==> config.mk <==
export PLATFORM = sky130hd
export DESIGN_NAME = cap_acq_seq
export DESIGN_NICKNAME = d
export VERILOG_FILES = /design/src/rtl/cts_pkg.sv /design/src/rtl/cts_prescaler.sv /design/src/rtl/cts_group_ctr.sv /design/src/rtl/cts_phase_ctrl.sv /design/src/rtl/cap_acq_seq.sv
export SDC_FILE = /design/constraint.sdc
export NUM_CORES = 1
export LEC_CHECK = 0
export ABC_AREA = 1
export BUFFER_PORTS_ARGS = -buffer_cell sky130_fd_sc_hd__buf_2
export CAP_MARGIN = 20
export CORE_ASPECT_RATIO = 2
export CORE_MARGIN = 5
export CORE_UTILIZATION = 52
export DETAILED_ROUTE_END_ITERATION = 12
export GPL_TIMING_DRIVEN = 0
export PLACE_DENSITY = 0.78
export SETUP_SLACK_MARGIN = 0.4
export SLEW_MARGIN = 5
export SYNTH_ARGS = -nofsm -noshare
export SYNTH_HDL_FRONTEND = slang
export SYNTH_SLANG_ARGS = --single-unit
export TNS_END_PERCENT = 10
==> constraint.sdc <==
create_clock -name clk -period 1.8 [get_ports clk]
set_input_delay 0.36 -clock clk [delete_from_list [all_inputs] [get_ports clk]]
set_output_delay 0.36 -clock clk [all_outputs]
set_load 0.02 [all_outputs]
==> src/rtl/cts_pkg.sv <==
package cts_pkg;
  typedef enum logic [2:0] {
    ST_IDLE = 3'd0,
    ST_WAIT = 3'd1,
    ST_HIGH = 3'd2,
    ST_LOW  = 3'd3,
    ST_FIN  = 3'd4
  } seq_state_t;
endpackage

==> src/rtl/cts_prescaler.sv <==
// Divided-clock tick generator: one tick every 2^div cycles while running.
module cts_prescaler #(
  parameter int DIVW = 3
) (
  input  logic            clk,
  input  logic            rst_n,
  input  logic            run,
  input  logic [DIVW-1:0] div,
  output logic            tick
);
  localparam int PW = (1 << DIVW) - 1;

  logic [PW-1:0] cnt_q;
  logic [PW-1:0] mask;

  assign mask = PW'((PW+1)'(1) << div) - PW'(1);
  assign tick = run && ((cnt_q & mask) == mask);

  always_ff @(posedge clk or negedge rst_n) begin
    if (!rst_n)   cnt_q <= '0;
    else if (run) cnt_q <= cnt_q + PW'(1);
    else          cnt_q <= '0;
  end
endmodule

==> src/rtl/cts_group_ctr.sv <==
// Per-group pulse counter with completion bit.
module cts_group_ctr #(
  parameter int CW = 14
) (
  input  logic          clk,
  input  logic          rst_n,
  input  logic          clear,
  input  logic          step,
  input  logic          grp_on,
  input  logic          cmp,
  input  logic [CW-1:0] limit,
  output logic [CW-1:0] cnt,
  output logic          done,
  output logic          hit
);
  logic [CW-1:0] cnt_q;
  logic          done_q;
  logic          active;

  assign active = grp_on && !done_q;
  assign hit    = active && !cmp && ((cnt_q + CW'(1)) == limit);
  assign cnt    = cnt_q;
  assign done   = done_q;

  always_ff @(posedge clk or negedge rst_n) begin
    if (!rst_n) begin
      cnt_q  <= '0;
      done_q <= 1'b0;
    end else if (clear) begin
      cnt_q  <= '0;
      done_q <= 1'b0;
    end else if (step && active) begin
      cnt_q <= cnt_q + CW'(1);
      if (cmp) done_q <= 1'b1;
    end
  end

  // a finished group holds its count until the next launch
  p_cnt_frozen_r3: assert property (@(posedge clk) disable iff (!rst_n)
    (done_q && !clear) |=> $stable(cnt_q));
endmodule

==> src/rtl/cts_phase_ctrl.sv <==
// Start bit, sync qualification and high/low phase sequencing.
module cts_phase_ctrl
  import cts_pkg::*;
#(
  parameter int LENW = 4
) (
  input  logic            clk,
  input  logic            rst_n,
  input  logic            en,
  input  logic            start_set,
  input  logic            sync_mode,
  input  logic            sync_pol,
  input  logic            sync_in,
  input  logic            tick,
  input  logic [LENW-1:0] hi_len,
  input  logic [LENW-1:0] lo_len,
  input  logic            no_groups,
  input  logic            finish_cond,
  output logic            start_q,
  output logic            running,
  output logic            in_high,
  output logic            launch,
  output logic            pulse_end,
  output logic            finishing
);
  seq_state_t      state_q;
  logic [LENW-1:0] ph_q;
  logic            sync_q;
  logic            sync_hit;
  logic            phase_last;

  assign sync_hit   = sync_pol ? sync_in : (sync_q && !sync_in);
  assign launch     = en && start_q &&
                      (((state_q == ST_IDLE) && !sync_mode) ||
                       ((state_q == ST_WAIT) && sync_hit));
  assign in_high    = (state_q == ST_HIGH);
  assign running    = (state_q == ST_HIGH) || (state_q == ST_LOW);
  assign phase_last = tick && (ph_q == (in_high ? hi_len : lo_len));
  assign pulse_end  = (state_q == ST_LOW) && phase_last;
  assign finishing  = (state_q == ST_FIN);

  always_ff @(posedge clk or negedge rst_n) begin
    if (!rst_n) begin
      state_q <= ST_IDLE;
      ph_q    <= '0;
      start_q <= 1'b0;
      sync_q  <= 1'b0;
    end else begin
      sync_q <= sync_in;
      if (!en) begin
        state_q <= ST_IDLE;
        ph_q    <= '0;
        start_q <= 1'b0;
      end else begin
        if (start_set) start_q <= 1'b1;
        unique case (state_q)
          ST_IDLE: begin
            ph_q <= '0;
            if (start_q) begin
              if (launch) state_q <= no_groups ? ST_FIN : ST_HIGH;
              else        state_q <= ST_WAIT;
            end
          end
          ST_WAIT: begin
            ph_q <= '0;
            if (launch) state_q <= no_groups ? ST_FIN : ST_HIGH;
          end
          ST_HIGH: begin
            if (phase_last) begin
              ph_q    <= '0;
              state_q <= ST_LOW;
            end else if (tick) ph_q <= ph_q + LENW'(1);
          end
          ST_LOW: begin
            if (phase_last) begin
              ph_q    <= '0;
              state_q <= finish_cond ? ST_FIN : ST_HIGH;
            end else if (tick) ph_q <= ph_q + LENW'(1);
          end
          ST_FIN: begin
            state_q <= ST_IDLE;
            start_q <= 1'b0;
          end
          default: state_q <= ST_IDLE;
        endcase
      end
    end
  end

  // in level-sync mode a pulse train only begins after sync_in was high
  p_sync_gate_r5: assert property (@(posedge clk) disable iff (!rst_n)
    ($rose(in_high) && sync_mode && sync_pol && $past(state_q == ST_WAIT))
      |-> $past(sync_in));

  // the finishing cycle always drops the start bit
  p_fin_drops_start_r6: assert property (@(posedge clk) disable iff (!rst_n)
    finishing |=> !start_q);
endmodule

==> src/rtl/cap_acq_seq.sv <==
module cap_acq_seq #(
  parameter int NG        = 4,
  parameter int LENW      = 4,
  parameter int DIVW      = 3,
  parameter int CODEW     = 3,
  parameter int MCODE_MAX = 6
) (
  input  logic               clk,
  input  logic               rst_n,
  input  logic               en,
  input  logic               start_set,
  input  logic [LENW-1:0]    hi_len,
  input  logic [LENW-1:0]    lo_len,
  input  logic [DIVW-1:0]    pg_div,
  input  logic [CODEW-1:0]   max_code,
  input  logic               sync_mode,
  input  logic               sync_pol,
  input  logic               sync_in,
  input  logic               idle_float,
  input  logic               eoa_ie,
  input  logic               mce_ie,
  input  logic [1:0]         flag_clr,
  input  logic [NG-1:0]      grp_en,
  input  logic [NG-1:0]      cmp_in,
  output logic               busy,
  output logic               ch_level,
  output logic               ch_oe,
  output logic               eoa_flag,
  output logic               mce_flag,
  output logic               irq,
  output logic [NG-1:0]      grp_done,
  output logic [NG*(8+MCODE_MAX)-1:0] grp_count
);
  localparam int CW = 8 + MCODE_MAX;

  logic          tick, running, in_high, launch, pulse_end, finishing, start_q;
  logic [NG-1:0] done_vec, hit_vec, term_vec;
  logic [CODEW-1:0] code_eff;
  logic [CW:0]   limit_w;
  logic [CW-1:0] limit;
  logic          finish_cond;

  assign code_eff = (max_code > CODEW'(MCODE_MAX)) ? CODEW'(MCODE_MAX) : max_code;
  assign limit_w  = ((CW+1)'(1) << (8 + int'(code_eff))) - (CW+1)'(1);
  assign limit    = limit_w[CW-1:0];

  cts_prescaler #(.DIVW(DIVW)) u_presc (
    .clk(clk), .rst_n(rst_n), .run(running), .div(pg_div), .tick(tick)
  );

  cts_phase_ctrl #(.LENW(LENW)) u_ctrl (
    .clk(clk), .rst_n(rst_n), .en(en), .start_set(start_set),
    .sync_mode(sync_mode), .sync_pol(sync_pol), .sync_in(sync_in),
    .tick(tick), .hi_len(hi_len), .lo_len(lo_len),
    .no_groups(~|grp_en), .finish_cond(finish_cond),
    .start_q(start_q), .running(running), .in_high(in_high),
    .launch(launch), .pulse_end(pulse_end), .finishing(finishing)
  );

  for (genvar g = 0; g < NG; g++) begin : g_grp
    cts_group_ctr #(.CW(CW)) u_ctr (
      .clk(clk), .rst_n(rst_n), .clear(launch), .step(pulse_end),
      .grp_on(grp_en[g]), .cmp(cmp_in[g]), .limit(limit),
      .cnt(grp_count[g*CW +: CW]), .done(done_vec[g]), .hit(hit_vec[g])
    );
    assign term_vec[g] = !grp_en[g] || done_vec[g] || cmp_in[g];
  end

  assign finish_cond = (|hit_vec) || (&term_vec);

  always_ff @(posedge clk or negedge rst_n) begin
    if (!rst_n) begin
      eoa_flag <= 1'b0;
      mce_flag <= 1'b0;
    end else begin
      eoa_flag <= finishing || (eoa_flag && !flag_clr[0]);
      mce_flag <= (pulse_end && |hit_vec) || (mce_flag && !flag_clr[1]);
    end
  end

  assign busy     = start_q;
  assign ch_level = in_high;
  assign ch_oe    = running || !idle_float;
  assign irq      = (eoa_flag && eoa_ie) || (mce_flag && mce_ie);
  assign grp_done = done_vec & ~{NG{mce_flag}};

  // a max-count error ends the acquisition on the following cycle
  p_mce_ends_r4: assert property (@(posedge clk) disable iff (!rst_n)
    ($rose(mce_flag) && en) |=> (eoa_flag && !busy));

  // the channel is never driven high without its output enabled
  p_level_oe_r10: assert property (@(posedge clk) disable iff (!rst_n)
    ch_level |-> ch_oe);
endmodule

# Word level (Yosys, flattened, before mapping)

Cells that the tools add are included.

Register bits: 78
Bits in writable memories: 0
Word-level logic and storage cells: 168
Memories: 0
Bits in read-only memories: 0
Bits in latches: 0
Input port bits: 34
Output and inout port bits: 66

Bitwise gates (word level): 3
Div/mod/pow operators: 0
Equality and inequality tests: 17
Shift-type cells: 2
Mux-type cells: 40
Magnitude comparators: 1
Reduce and logical (&&, ||, !) cells: 81
$add $sub $neg: 9
Multiply operators: 0

Operators by type and width:

| operator              | count |
|---|---|
| $mux 14               | 8 |
| $add 14x1->14 const B | 4 |
| $eq 14x14->1          | 4 |
| $logic_and 1x1->1     | 29 |
| $mux 3                | 9 |
| $logic_not 1->1       | 17 |
| $mux 1                | 16 |
| $mux 4                | 4 |
| $reduce_bool 2->1     | 8 |
| $logic_or 1x1->1      | 15 |
| $shl 1x5->14 const A  | 1 |
| $sub 14x2->14 const B | 1 |
| $pmux 3 s4            | 1 |
| $reduce_and 2->1      | 5 |
| $ne 3x2->1 const B    | 3 |
| $pmux 4 s2            | 1 |
| $reduce_and 4->1      | 2 |
| $reduce_or 4->1       | 2 |
| $add 7x1->7 const B   | 1 |
| $and 7x7->7           | 1 |
| $eq 7x7->1            | 1 |
| $mux 7                | 1 |
| $shl 1x3->7 const A   | 1 |
| $sub 7x2->7 const B   | 1 |
| other kinds (14)      | 17 |

# Depth between registers and ports, before layout

Gate-level depths: netlist of run 1.

Depth after elaboration: 13
Gate-level depth with buffers: 18
Mapped depth without buffers: 18

# Modules after synthesis

From an unflattened synthesis of run 1, not the netlist that was laid out.

Cell total of the unflattened synthesis: 938
Area total of the unflattened synthesis: 6089.6 µm²

Modules (own cells, without submodules):

| module         | cells each | area each (µm²) | seq. area each (µm²) | times used |
|---|---|---|---|---|
| cts_group_ctr  | 181        | 1173.6          | 375.4                | 4 |
| cts_phase_ctrl | 120        | 769.5           | 225.2                | 1 |
| cts_prescaler  | 49         | 379.1           | 175.2                | 1 |
| cap_acq_seq    | 45         | 246.5           | 50.0                 | 1 |

# Least setup slack after synthesis of run 1

Ideal clock, no wire load.

Path kind: flip-flop to flip-flop
Start point: register u_ctrl.state_q[2]
End point: register g_grp[3].u_ctr.cnt_q[0]
Cell stages (with the launch flop): 14
Data arrival time: 2018 ps
Data required time: 1670 ps
Buffers on the path: 1
Clock period less this slack: 2147 ps
Library setup time: 130 ps
Slack: -347 ps
Path through: dfrtp_1 > inv_2 > nand2_4 > nor2_2 > nand2_1 > nand3_1 > nand2_1 > a21oi_1 > nand4_4 > nor2_8 > nand2_4 > buf_6 > nand3_2 > o21ai_2

Longest elaborated chain between the ends: 7
Elaborated cells on any way between the ends: 17
Classes of those cells: 4 x eq/ne; 2 x mux; 11 x reduce/logical

Ends and longest elaborated chain:

| item                                                   | line                                       | RTL |
|---|---|---|
| start, declared                                        | cts_phase_ctrl.sv:26                       | `seq_state_t state_q;` |
| start signal, assigned                                 | cts_phase_ctrl.sv:60                       | `if (launch) state_q <= no_groups ? ST_FIN : ST_HIGH;` |
| start signal, assigned                                 | cts_phase_ctrl.sv:66                       | `if (launch) state_q <= no_groups ? ST_FIN : ST_HIGH;` |
| start signal, assigned                                 | cts_phase_ctrl.sv:77                       | `state_q <= finish_cond ? ST_FIN : ST_HIGH;` |
| $eq 3x2->1 *                                           | cts_phase_ctrl.sv:36                       | `assign in_high = (state_q == ST_HIGH);` |
| via ch_level                                           | cap_acq_seq.sv:26                          | `output logic ch_level,` |
| $mux 4 / $logic_or 1x1->1 (equally long branches)      | cts_phase_ctrl.sv:38, cts_phase_ctrl.sv:37 |  |
| $eq 4x4->1 / $logic_and 1x1->1 (equally long branches) | cts_phase_ctrl.sv:38, cts_prescaler.sv:17  |  |
| $logic_and 1x1->1 *                                    | cts_phase_ctrl.sv:38                       | `assign phase_last = tick && (ph_q == (in_high ? hi_len : lo_len));` |
| $logic_and 1x1->1 *                                    | cts_phase_ctrl.sv:39                       | `assign pulse_end = (state_q == ST_LOW) && phase_last;` |
| $logic_and 1x1->1 *                                    | cts_group_ctr.sv:32                        | `end else if (step && active) begin` |
| $reduce_bool 2->1 (no line) *                          | -                                          |  |
| end signal, assigned                                   | cts_group_ctr.sv:33                        | `cnt_q <= cnt_q + CW'(1);` |
| end, declared                                          | cts_group_ctr.sv:16                        | `logic [CW-1:0] cnt_q;` |

Mark *: on every way through the listed nets, which the timed path passes. The rest lies on a longest branch.
A chain may end at the register's enable or synchronous reset.

# Worst setup path in the final report of run 1

Start point: register u_ctrl.state_q[1]
End point: register g_grp[2].u_ctr.cnt_q[9]

Longest elaborated chain between the ends: 7
Elaborated cells on any way between the ends: 17
Classes of those cells: 4 x eq/ne; 2 x mux; 11 x reduce/logical

Ends and longest elaborated chain:

| item                                                   | line |
|---|---|
| $eq 3x2->1 (on tied branches)                          | cts_phase_ctrl.sv:36, cts_phase_ctrl.sv:37, cts_phase_ctrl.sv:39 |
| $mux 4 / $logic_or 1x1->1 (equally long branches)      | cts_phase_ctrl.sv:38, cts_phase_ctrl.sv:37 |
| $eq 4x4->1 / $logic_and 1x1->1 (equally long branches) | cts_phase_ctrl.sv:38, cts_prescaler.sv:17 |
| $logic_and 1x1->1                                      | cts_phase_ctrl.sv:38 |
| $logic_and 1x1->1                                      | cts_phase_ctrl.sv:39 |
| $logic_and 1x1->1                                      | cts_group_ctr.sv:32 |
| $reduce_bool 2->1 (no line)                            | - |
| end signal, assigned                                   | cts_group_ctr.sv:33 |
| end, declared                                          | cts_group_ctr.sv:16 |

Several ways; a longest one is shown, not always the timed one.

==> metrics.md, run 1 <==
| Metric | Value |
|---|---|
| Final setup margin | `-385 ps` |
| # IOs | `100` |
| Syn-to-layout area delta | `34.9%` |
| Total gr overflow | `0` |
| Hold_sp | `sync_in` |
| Final setup viols | `68` |
| Inserted Clock Buffers | `9` |
| GRT busiest layer | `met2` |
| Detail Placement HPWL | `13,300 um` |
| Port Buffers | `97` |
| Hold Path Sink | `u_ctrl.sync_q$_DFF_PN0_` |
| Post-synthesis sequential area ratio | `0.327` |
| DRT iter0 DRCs | `around 510` |
| Place WS | `-895 ps` |
| Bufs on Longest Clock Path | `2` |
| DR vias/cell | `5.77` |
| CP Launch Type | `flip-flop` |
| Maximum vdd ir drop | `0.525 mV` |
| Worst-Margin Slew | `485 ps` |
| Area after DPL | `~6700 um^2` |
| R2R cell count | `14` |
| Leakage power | `3.79 nW` |
| Antenna violations before repair | `0` |
| Worst-path fanout max | `10` |
| Post-synth top area share | `0.327` |
| First-pass GRT wire length | `30,700 um` |
| Post-Route Skew | `11.8 ps` |
| Die height | `between 150 and 200 um` |
| Clk sinks | `a little under 80` |
| Post-synth EDFFs | `0` |
| Final nets | `slightly above 1,000` |
| Worst R2R Setup Slack | `-380 ps` |
| Final Max Slew Viols | `0` |
| Slew margin rel. | `0.675` |
| Antenna viol nets, final | `0` |
| Detailed Routing Iterations Pass 1 | `5` |
| Failing checks | `negative setup slack` |
| Via count | `6,573` |
| FF-to-FF Start | `u_ctrl.state_q[1]$_DFFE_PN0P_` |
| Synth area leaders | `dfrtp_1 (33%), nand2_1 (14%), nand3_1 (11%)` |
| Final instance area | `approximately 8100 um^2` |
| Yosys reg bits | `slightly below 80` |
| Crit Path Class | `flip-flop to flip-flop` |
| Reg clk slew, reported paths | `70 ps` |
| Initial Util | `0.529` |
| CP arrival | `2420 ps` |
| Overall Global Routing Usage | `0.278` |
| Fin. Hold Viols | `0` |
| Row count | `55` |
| FMAX | `0.458 GHz` |
| Worst-skew pair later-pin latency | `350 ps` |
| GR Util met1 | `0.280` |
| Post-Synthesis Cells | `837` |
| Hold WC Path Type | `input port to flip-flop` |
| Cell taking the most area after synthesis | `dfrtp_1` |
| Grt met2 use | `0.516` |
| Share of layout cells above drive strength 1 | `0.361` |
| Largest net degree at the start of global routing | `50` |
| CTS HTree Levels | `3` |
| Synthesized cell area | `5970 um^2` |
| Tmin final | `2180 ps` |
| CTS tree | `built` |
| Pwr Total | `0.00510 W` |
| Most frequent cells in the layout | `nand2_1 (202), nand3_1 (117), inv_1 (106), buf_2 (89), nor2_1 (64)` |
| WHS Path Cells | `1` |
| Total wire length | `between 15,000 and 20,000 um` |
| Syn Area/Cell | `7.13 um^2` |
| Yosys cell types | `37` |
| Die X | `85.7 um` |
| Number of global-route vias before repair | `about 6,600` |
| WL per Instance | `17.2 um` |
| GPL Wtd Cong | `0.950` |
| Die footprint | `13,800 um^2` |
| Ys flop type | `dfrtp_1` |
| CTS root buf | `clkbuf_16` |
| Commonest non-fill, non-tap cell in the layout | `nand2_1` |
| RR Endpoint | `g_grp[2].u_ctr.cnt[9]$_DFFE_PN0P_` |
| Final period util | `1.21` |
| Syn Nets | `882` |
| Crit. End Element | `flip-flop` |
| Status | `complete, but fails checks` |
| # diodes | `0` |
| RSZ-0062 raised after global routing | `yes` |
| Power per standard cell area | `633 nW/um^2` |
| Core footprint | `11,300 um^2` |
| Max Cap Viol | `0` |
| Origin of the worst setup path | `u_ctrl.state_q[1]$_DFFE_PN0P_` |
| Yosys warns | `0` |
| Number of remaining DRC errors | `0` |
| Share of flip-flops with an asynchronous set or reset | `1.00` |
| Filler cells | `866` |
| Met3 Usage GRT | `0.0434` |
| Worst EP required | `roughly 2000 ps` |
[synthesized netlist by cell type, types with 2 or more instances]
cell type / count
nor4_1: 3
o21bai_1: 7
nor2_4: 2
nand2_4: 6
nand3_1: 129
xnor3_1: 4
a31oi_1: 2
a21oi_1: 12
o21ai_1: 5
nand3_2: 31
o22ai_2: 2
o21ai_0: 14
nor3_1: 9
nand2_1: 215
nand4_1: 17
nor2_1: 93
inv_1: 109
dfrtp_1: 78
buf_2: 5
inv_2: 3
buf_6: 8
xor2_1: 9
clkbuf_1: 2
o21ai_2: 49
ha_1: 11
[sequential cells by signal, summed over array words and instances, names as in the netlist]
register	flops
mce_flag	1
g_grp.u_ctr.cnt	56
u_presc.cnt_q	7
u_ctrl.sync_q	1
u_ctrl.state_q	3
g_grp.u_ctr.done	4
eoa_flag	1
u_ctrl.start_q	1
u_ctrl.ph_q	4
[layout make-up]
class                           instances  area (um^2)  share of cell area
Multi-Input combinational cell        630         3860               0.479
Sequential cell                        78         1970               0.245
Timing Repair Buffer                  144         1060               0.132
Inverter                              112          425              0.0528
Clock buffer                           10          239              0.0297
Buffer                                 17          230              0.0286
Tap cell                              142          178              0.0221
Clock inverter                          6         85.1              0.0106
[power breakdown]
part           leakage (nW)  switching (W)  internal [W]
Clock                 0.154       0.000749       0.00125
Sequential             1.05      0.0000838       0.00182
Combinational          2.58       0.000772      0.000421
Total                  3.79        0.00160       0.00349
[worst max-delay path: stages, from the launching register on]
cell and delay (ps):
dfrtp_1 420, inv_2 80, nor2_4 130, nand2_4 110
o21ai_2 200, o21ai_2 90, nor2_4 130, nand4_4 140
nor2_8 190, buf_12 130, buf_12 100, nand2_8 60
buf_8 170, nand3_2 60, o21ai_2 50
[kinds of logic (layout without fill, tap and decap cells)]
kind of cell             Yosys count  in the layout  share of synthesized area
AND/OR/NAND/NOR                  510            510                      0.408
buffers and inverters            129            289                     0.0929
AO/OA/AOI/OAI                     95             95                      0.119
flip-flops                        78             78                      0.327
XOR/XNOR                          13             13                     0.0283
adder cells (fa/ha/maj)           11             11                     0.0231
multiplexers                       1              1                    0.00168
[metrics by stage]
stage / instances / hold WS [ps] / TNS [ps] / utilization
finish: 1139 / 137 / -20810 / 0.713
global route: 1139 / 152 / -27640 / 0.713
CTS: 1122 / 140 / -16300 / 0.684
detailed placement: 1077 / 327 / -56120 / 0.592
global placement: 1076 / 477 / -74730 / 0.589
floorplan: 837 / 64.4 / -16390 / -
[worst max-delay path by stage]
stage | endpoint | slack [ps] | cells after the start
2_1_floorplan | g_grp[3].u_ctr.cnt[0]$_DFFE_PN0P_ | -310 | 14
3_3_place_gp | g_grp[0].u_ctr.cnt[9]$_DFFE_PN0P_ | -870 | 15
3_5_place_dp | g_grp[0].u_ctr.cnt[8]$_DFFE_PN0P_ | -900 | 15
4_1_cts | g_grp[2].u_ctr.cnt[9]$_DFFE_PN0P_ | -310 | 15
5_1_grt | g_grp[2].u_ctr.cnt[2]$_DFFE_PN0P_ | -480 | 14
6_report | g_grp[2].u_ctr.cnt[9]$_DFFE_PN0P_ | -380 | 14
[repair_timing]
item                                    in CTS  in global routing
hold buffers                                 1                  0
pin swaps                                   12                 24
endpoints found under the setup margin      81                 88
gates cloned                                 4                  0
resized for setup                           99                 63
buffers inserted                            24                 17
hold endpoints to repair                    29                  0
[routing by layer]
metal  share of wire  up-vias
met5               0        -
met4           0.062        0
met3           0.056       96
met2            0.54      313
met1            0.34     3105
li1                -     3059
Note: power is estimated with default switching activity, not from simulation.
==> inputs of run 2 (changes only) <==
--- a/config.mk
+++ b/config.mk
@@ -5,15 +5,14 @@
 export SDC_FILE = /design/constraint.sdc
 export NUM_CORES = 1
 export LEC_CHECK = 0
-export ABC_AREA = 1
 export BUFFER_PORTS_ARGS = -buffer_cell sky130_fd_sc_hd__buf_2
 export CAP_MARGIN = 20
 export CORE_ASPECT_RATIO = 2
 export CORE_MARGIN = 5
-export CORE_UTILIZATION = 52
+export CORE_UTILIZATION = 51
 export DETAILED_ROUTE_END_ITERATION = 12
 export GPL_TIMING_DRIVEN = 0
-export PLACE_DENSITY = 0.78
+export PLACE_DENSITY = 0.77
 export SETUP_SLACK_MARGIN = 0.4
 export SLEW_MARGIN = 5
 export SYNTH_ARGS = -nofsm -noshare
==> run 2 against run 1 <==
Effect of this change:
- the flow still finishes with violations (negative setup slack)
- cell count is 16% lower
- clock-buffer cell count rose by 2
- sequential share of layout area increased by 2.7 points
- clock skew shrank 3.6 ps
- fmax is 15% lower
- sequential power is 7% lower
- hold slack better by 9.6 ps
- non-clock buffer count increased by 7
- flip-flop and latch count is the same
- design area decreased by 9.3%
- largest cell class unchanged
- largest power group is now registers
==> metrics.md, run 2 <==
| Metric | Value |
|---|---|
| Syn-to-layout area delta | `31.6%` |
| Clock share of power | `0.447 (+0.055)` |
| Compound-cell area share of the yosys netlist | `0.208 (+0.0895)` |
| Place WS | `-1210 ps (-312 ps)` |
| Overall Global Routing Usage | `0.260 (-0.0183)` |
| Most frequent cells in the layout | `buf_2 (106), nor2_1 (60), o21ai_0 (58), nand2_1 (52), dfrtp_1 (49)` |
| Port Buffers | `97 (unchanged)` |
| Antenna violations before repair | `0 (unchanged)` |
| Failing checks | `negative setup slack` |
| Switching pwr | `0.000997 W (-38%)` |
| Final period util | `1.43 (+0.220)` |
| DRT iter0 DRCs | `266 (-48%)` |
| Cell-internal power | `0.00294 W (-16%)` |
| Tmin final | `2580 ps (+397 ps)` |
| Row count | `54 (-1.8%)` |
| Yosys reg bits | `78 (unchanged)` |
| RSZ-0062 raised after global routing | `yes` |
| First-pass GRT wire length | `28,000 um (-8.9%)` |
| Slew margin rel. | `0.572 (-0.103)` |
| Crit Path Class | `flip-flop to flip-flop` |
| Synthesized-area fraction occupied by adder cells | `0.0248 (+0.00174)` |
| Clk sinks | `78 (unchanged)` |
| Maximum vdd ir drop | `0.467 mV (-11%)` |
| DR vias/cell | `6.17 (+6.9%)` |
| Synthesized cell area | `5550 um^2 (-7.0%)` |
| Leakage power | `3.24 nW (-15%)` |
| Post-Synthesis Cells | `667 (-20%)` |
| Main combinational cell family by area after synthesis | `simple AND/OR/NAND/NOR gates` |
| Hold_sp | `sync_in` |
| Antenna viol nets, final | `0 (unchanged)` |
| Post-synthesis sequential area ratio | `0.352 (+0.0247)` |
| Synth Area in Simple Gates | `0.275 (-0.133)` |
| Hold WC Path Type | `input port to flip-flop` |
| Bufs on Longest Clock Path | `2 (unchanged)` |
| Filler cells | `866 (unchanged)` |
| Crit. End Element | `flip-flop` |
| Largest net degree at the start of global routing | `68 (+36%)` |
| # diodes | `0 (unchanged)` |
| Setup TNS | `-32,490 ps (-11,680 ps)` |
| Share of flip-flops with an asynchronous set or reset | `1.00 (unchanged)` |
| Commonest non-fill, non-tap cell in the layout | `buf_2` |
| FF-to-FF Start | `g_grp[0].u_ctr.cnt[7]$_DFFE_PN0P_` |
| WL per Instance | `18.2 um (+6.2%)` |
| Synth Area in XOR/XNOR | `0.0814 (+0.0531)` |
| Worst-skew pair later-pin latency | `360 ps (about the same)` |
| Fin. Hold Viols | `0 (unchanged)` |
| DP Cell Count | `905 (-16%)` |
| Max Cap Viol | `0 (unchanged)` |
| Post-synth EDFFs | `0 (unchanged)` |
| Number of global-route vias before repair | `5,946 (-9.3%)` |
| Share of layout cells above drive strength 1 | `0.341 (-0.0200)` |
| CTS tree | `built` |
| Yosys cell types | `68 (+84%)` |
| Final Max Slew Viols | `0 (unchanged)` |
| Worst R2R Setup Slack | `-780 ps (-400 ps)` |
| Sequential share of power | `0.452 (+0.078)` |
| Largest register FFs | `56 (unchanged)` |
| Final setup viols | `69 (+1.5%)` |
| Initial Util | `0.513 (-0.0155)` |
| Switch share | `0.253 (-0.0614)` |
| Total wire length | `17,400 um (-11%)` |
| CP Launch Type | `flip-flop` |
| Final setup margin | `-782 ps (-397 ps)` |
| Syn Nets | `712 (-19%)` |
| Reg clk slew, reported paths | `60 ps (about the same)` |
| FMAX | `0.387 GHz (-15%)` |
| Hold Slack | `147 ps (+9.59 ps)` |
| Most common cell in the netlist | `o21ai_0` |
| # IOs | `100 (unchanged)` |
| Post-Route Skew | `8.25 ps (-3.60 ps)` |
| Die footprint | `13,200 um^2 (-4.7%)` |
| Core footprint | `10,800 um^2 (-4.2%)` |
| Worst EP required | `2040 ps (about the same)` |
| Post-synthesis mux area share | `0.0113 (+0.00960)` |
| Status | `complete, but fails checks` |
| Post-synth top area share | `0.352 (+0.0247)` |
| Power per standard cell area | `539 nW/um^2 (-15%)` |
| Yosys warns | `0 (unchanged)` |
| Synth area leaders | `dfrtp_1 (35%), o21ai_0 (7.5%), xnor2_1 (4.7%)` |
| GPL Wtd Cong | `0.939 (-1.2%)` |
| Total gr overflow | `0 (unchanged)` |
| Cell taking the most area after synthesis | `dfrtp_1` |
| Final nets | `852 (-18%)` |
| Hold Path Sink | `u_ctrl.sync_q$_DFF_PN0_` |
| Detailed Routing Iterations Pass 1 | `5 (unchanged)` |
| Worst-Margin Slew | `641 ps (+156 ps)` |
| CTS root buf | `clkbuf_16` |
| Fin cells | `952 (-16%)` |
| Detail Placement HPWL | `12,200 um (-7.9%)` |
| Pwr Total | `0.00394 W (-23%)` |
| Comb power frac | `0.101 (-0.133)` |
| Multi-input logic area | `3710 um^2 (-3.7%)` |
| Top cells by count, synth | `o21ai_0 (83), dfrtp_1 (78), nor2_1 (61)` |
| Number of remaining DRC errors | `0 (unchanged)` |
| Ys flop type | `dfrtp_1` |
| Via count | `5,871 (-11%)` |
| Origin of the worst setup path | `g_grp[0].u_ctr.cnt[7]$_DFFE_PN0P_` |
| Syn Area/Cell | `8.32 um^2 (+17%)` |
| WHS Path Cells | `1 (unchanged)` |
| CTS HTree Levels | `3 (unchanged)` |
| Worst-path fanout max | `8 (-2)` |
| R2R cell count | `8 (-6)` |
| Die height | `158 um (-2.5%)` |
| Die X | `83.8 um (-2.3%)` |
| CP arrival | `2820 ps (+400 ps)` |
| Register Area | `1990 um^2 (+0.76%)` |
| Inserted Clock Buffers | `9 (unchanged)` |
| RR Endpoint | `u_ctrl.state_q[2]$_DFFE_PN0P_` |
-- run 2: critical path, stage by stage, from the launching register on --
cell       delay (ps)
dfrtp_1           490
and3_1            310
nand4b_1          280
mux2i_1           250
a211oi_2          290
a2111oi_4         120
a2111oi_4         350
o41ai_2           170
a22o_1            210
-- run 2: metal layers --
metal,GRT usage,vias up,share of wire
li1,-,2709,-
met1,0.260,2863,0.36
met2,0.484,234,0.55
met3,0.0461,65,0.052
met4,0.170,0,0.042
met5,0,-,0
-- run 2: power by group through the flow --
stage	Clock [W]	Combinational, W	Sequential, W
final	0.00176	0.000399	0.00178
after global routing	0.00183	0.000437	0.00178
after CTS	0.00177	0.000387	0.00178
after detailed placement	0	0.000337	0.00181
after global placement	0	0.000320	0.00181
after floorplan	0	0.000193	0.00181
-- run 2: how the worst max path moves through the flow --
stage | to | slack, ps | cells after the start
final | u_ctrl.state_q[2]$_DFFE_PN0P_ | -780 | 8
after global routing | u_ctrl.state_q[2]$_DFFE_PN0P_ | -890 | 9
after detailed placement | g_grp[0].u_ctr.cnt[9]$_DFFE_PN0P_ | -1210 | 10
after floorplan | u_ctrl.ph_q[3]$_DFFE_PN0P_ | -600 | 10
after global placement | g_grp[0].u_ctr.cnt[6]$_DFFE_PN0P_ | -1140 | 12
after CTS | u_ctrl.state_q[2]$_DFFE_PN0P_ | -700 | 9
-- run 2: cells by family after synthesis --
family / after synthesis
multiplexers: 6
AO/OA/AOI/OAI: 179
XOR/XNOR: 50
adder cells (fa/ha/maj): 11
flip-flops: 78
buffers and inverters: 60
AND/OR/NAND/NOR: 283
-- run 2: layout make-up --
| type | instances | area share |
|---|---|---|
| clock inverter | 4 | 0.00308 |
| inverter | 21 | 0.0108 |
| timing repair buffer | 129 | 0.112 |
| clock buffer | 12 | 0.0351 |
| tap | 140 | 0.0240 |
| buffer | 39 | 0.0339 |
| multi-input combinational | 529 | 0.509 |
| sequential | 78 | 0.272 |
-- run 2: metrics by stage --
step	area, um^2	utilization
floorplan	5700	-
global placement	6360	0.589
detailed placement	6390	0.591
CTS	7090	0.656
global route	7300	0.675
finish	7300	0.675
-- run 2: repair_timing --
action	4_1_cts	5_1_grt
buffers inserted	18	11
cloned	1	0
pin swaps	18	10
hold buffers	1	0
hold endpoints to repair	11	0
resized for setup	79	41
endpoints found under the setup margin	88	92
==> inputs of run 3 (changes only) <==
--- a/config.mk
+++ b/config.mk
@@ -5,14 +5,14 @@
 export SDC_FILE = /design/constraint.sdc
 export NUM_CORES = 1
 export LEC_CHECK = 0
-export BUFFER_PORTS_ARGS = -buffer_cell sky130_fd_sc_hd__buf_2
 export CAP_MARGIN = 20
 export CORE_ASPECT_RATIO = 2
 export CORE_MARGIN = 5
-export CORE_UTILIZATION = 51
+export CORE_UTILIZATION = 55
 export DETAILED_ROUTE_END_ITERATION = 12
+export DONT_BUFFER_PORTS = 1
 export GPL_TIMING_DRIVEN = 0
-export PLACE_DENSITY = 0.77
+export PLACE_DENSITY = 0.73
 export SETUP_SLACK_MARGIN = 0.4
 export SLEW_MARGIN = 5
 export SYNTH_ARGS = -nofsm -noshare
==> run 3 against run 2 <==
Effect of this change:
- the run ends with negative hold slack, negative setup slack left
- die area decreased by 6.6%
- flip-flop and latch count unchanged
- clock-buffer cell count decreased by 1
- design area decreased by 4.1%
- power increased by 2.1%
- critical path type unchanged
- highest routed layer unchanged
==> metrics.md, run 3 (synthesis gave the netlist of run 2 again) <==
| Metric | Value |
|---|---|
| # IOs | `100 (unchanged)` |
| Max Cap Viol | `0 (unchanged)` |
| Setup TNS | `-35,870 ps (-3380 ps)` |
| Number of remaining DRC errors | `0 (unchanged)` |
| Leakage power | `2.82 nW (-13%)` |
| Final Max Slew Viols | `0 (unchanged)` |
| Failing checks | `negative hold slack, negative setup slack` |
| Final period util | `1.45 (+0.0130)` |
| Initial Util | `0.554 (+0.0405)` |
| CP arrival | `2830 ps (about the same)` |
| FMAX | `0.384 GHz (-0.90%)` |
| Share of layout cells above drive strength 1 | `0.300 (-0.0414)` |
| Via count | `5,544 (-5.6%)` |
| Hold Slack | `-292 ps (-439 ps)` |
| Row count | `52 (-3.7%)` |
| # diodes | `0 (unchanged)` |
| Power per standard cell area | `574 nW/um^2 (+6.5%)` |
| Tmin final | `2600 ps (+23.4 ps)` |
| Largest net degree at the start of global routing | `79 (+16%)` |
| Number of global-route vias before repair | `5,424 (-8.8%)` |
| CP max stage delay | `490 ps (about the same)` |
| Total wire length | `17,000 um (-2.2%)` |
| Commonest non-fill, non-tap cell in the layout | `nor2_1` |
| Slowest cell on crit path | `dfrtp_2` |
| Total gr overflow | `0 (unchanged)` |
| CP Launch Type | `flip-flop` |
| Hold WC Path Type | `input port to asynchronous set/reset pin` |
| Slew margin rel. | `0.548 (-0.0241)` |
| DRT iter0 DRCs | `263 (-1.1%)` |
| DR vias/cell | `6.53 (+5.9%)` |
| Die footprint | `12,300 um^2 (-6.6%)` |
| Clk sinks | `78 (unchanged)` |
| Antenna violations before repair | `0 (unchanged)` |
| Core footprint | `10,000 um^2 (-7.3%)` |
| Crit. End Element | `flip-flop` |
| RSZ-0062 raised after global routing | `yes` |
| Detail Placement HPWL | `11,400 um (-6.8%)` |
| WL per Instance | `20.0 um (+9.7%)` |
| Syn-to-layout area delta | `26.2%` |
| Worst EP required | `2030 ps (about the same)` |
| Filler cells | `790 (-8.8%)` |
| Detailed Routing Iterations Pass 1 | `5 (unchanged)` |
| Final setup viols | `68 (-1.4%)` |
| Place WS | `-1050 ps (+160 ps)` |
| Reg clk slew, reported paths | `60 ps (about the same)` |
| Crit Path Class | `flip-flop to flip-flop` |
| Final setup margin | `-805 ps (-23.4 ps)` |
| Antenna viol nets, final | `0 (unchanged)` |
| Most frequent cells in the layout | `nor2_1 (57), nand2_1 (49), o21ai_1 (42), dfrtp_1 (41), dfrtp_2 (37)` |
| GPL Wtd Cong | `0.946 (+0.71%)` |
| CTS HTree Levels | `3 (unchanged)` |
| CTS root buf | `clkbuf_16` |
| CTS tree | `built` |
| Fin. Hold Viols | `78 (+78)` |
| Final nets | `754 (-12%)` |
| Worst path cell trace | `ha_4, and4_4, and3_4, xnor2_1, nor3_1, o211a_1, a2111oi_4, o41ai_2, a22o_1` |
| Maximum vdd ir drop | `0.414 mV (-12%)` |
| Worst-Margin Slew | `677 ps (+36.1 ps)` |
| Bufs on Longest Clock Path | `2 (unchanged)` |
| First-pass GRT wire length | `26,400 um (-5.5%)` |
| Inserted Clock Buffers | `9 (unchanged)` |
| Largest register FFs | `56 (unchanged)` |
| Status | `complete, but fails checks` |
| Die height | `152 um (-3.5%)` |
| Port Buffers | `0 (-100%)` |
| Worst-skew pair later-pin latency | `340 ps (-20 ps)` |
| Overall Global Routing Usage | `0.270 (+0.0101)` |
| Post-Route Skew | `8.87 ps (+0.617 ps)` |
| Die X | `81.0 um (-3.3%)` |
| Worst-path fanout max | `5 (-3)` |
| Worst R2R Setup Slack | `-800 ps (-20 ps)` |
| Fin util | `0.699 (+0.0236)` |
-- run 3: cell types whose count changed in the layout (fill, tap and decap cells not counted), moves of 4 or more --
cell and change:
buf_2 -96, o21ai_1 +21, nand3_2 +4, nor2b_1 -6, buf_4 -8, dfrtp_2 +8
nor2b_4 +5, o21ai_2 +8, o21ai_0 -28, nand3_1 -4, dfrtp_1 -8
-- run 3: metal layers --
layer,GRT usage,routed length (um)
met1,0.282,5920
met2,0.473,9000
met3,0.0705,1240
met4,0.148,846
met5,0,0
-- run 3: stage by stage --
step | total power (W) | hold slack (ps) | instance area (um^2) | instances
floorplan | 0.00200 | 64.4 | 5700 | 667
global placement | 0.00204 | 66.5 | 5870 | 802
detailed placement | 0.00205 | 67.1 | 5870 | 802
CTS | 0.00402 | -300 | 6620 | 831
global route | 0.00414 | -304 | 7000 | 849
finish | 0.00402 | -292 | 7000 | 849
-- run 3: path summary, 6_finish.rpt --
kind / start / to / cells past startpoint
max in group asynchronous: rst_n / g_grp[2].u_ctr.cnt[4]$_DFFE_PN0P_ / 0
min in group clk: sync_in / u_ctrl.sync_q$_DFF_PN0_ / 0
worst max register to register: g_grp[1].u_ctr.cnt[1]$_DFFE_PN0P_ / u_ctrl.state_q[2]$_DFFE_PN0P_ / 9
worst max-delay path: g_grp[1].u_ctr.cnt[1]$_DFFE_PN0P_ / u_ctrl.state_q[2]$_DFFE_PN0P_ / 9
worst min register to register: u_presc.cnt_q[0]$_DFF_PN0_ / u_presc.cnt_q[0]$_DFF_PN0_ / 1
worst min-delay path: rst_n / g_grp[1].u_ctr.cnt[5]$_DFFE_PN0P_ / 0
-- run 3: area by class of cell --
cell class | instances | area [um^2] | area share
Buffer | 39 | 337 | 0.0481
Clock buffer | 11 | 233 | 0.0332
Clock inverter | 5 | 75.1 | 0.0107
Inverter | 21 | 78.8 | 0.0113
Multi-Input combinational cell | 529 | 3850 | 0.550
Sequential cell | 78 | 2000 | 0.285
Tap cell | 135 | 169 | 0.0241
Timing Repair Buffer | 31 | 263 | 0.0375
-- run 3: power by group --
group / leakage [nW] / internal [W] / switching [W] / total [W]
sequential: 1.02 / 0.00176 / 0.0000154 / 0.00178
combinational: 1.65 / 0.000132 / 0.000168 / 0.000299
clock: 0.153 / 0.00121 / 0.000733 / 0.00194
-- run 3: critical path, delay by kind of cell (launching register included) --
| kind | cells | cell delay, ps |
|---|---|---|
| compound gates | 4 | 1030 |
| flops | 1 | 490 |
| simple gates | 3 | 490 |
| xor+xnor | 1 | 290 |
| fa+ha+maj | 1 | 200 |
-- run 3: repair_timing --
item                       CTS  global route
cloned                       1             2
setup buffers               12            16
pin swaps                   22            16
hold endpoints to repair    78            78
setup endpoints to repair   75            76
resized for setup          119            89
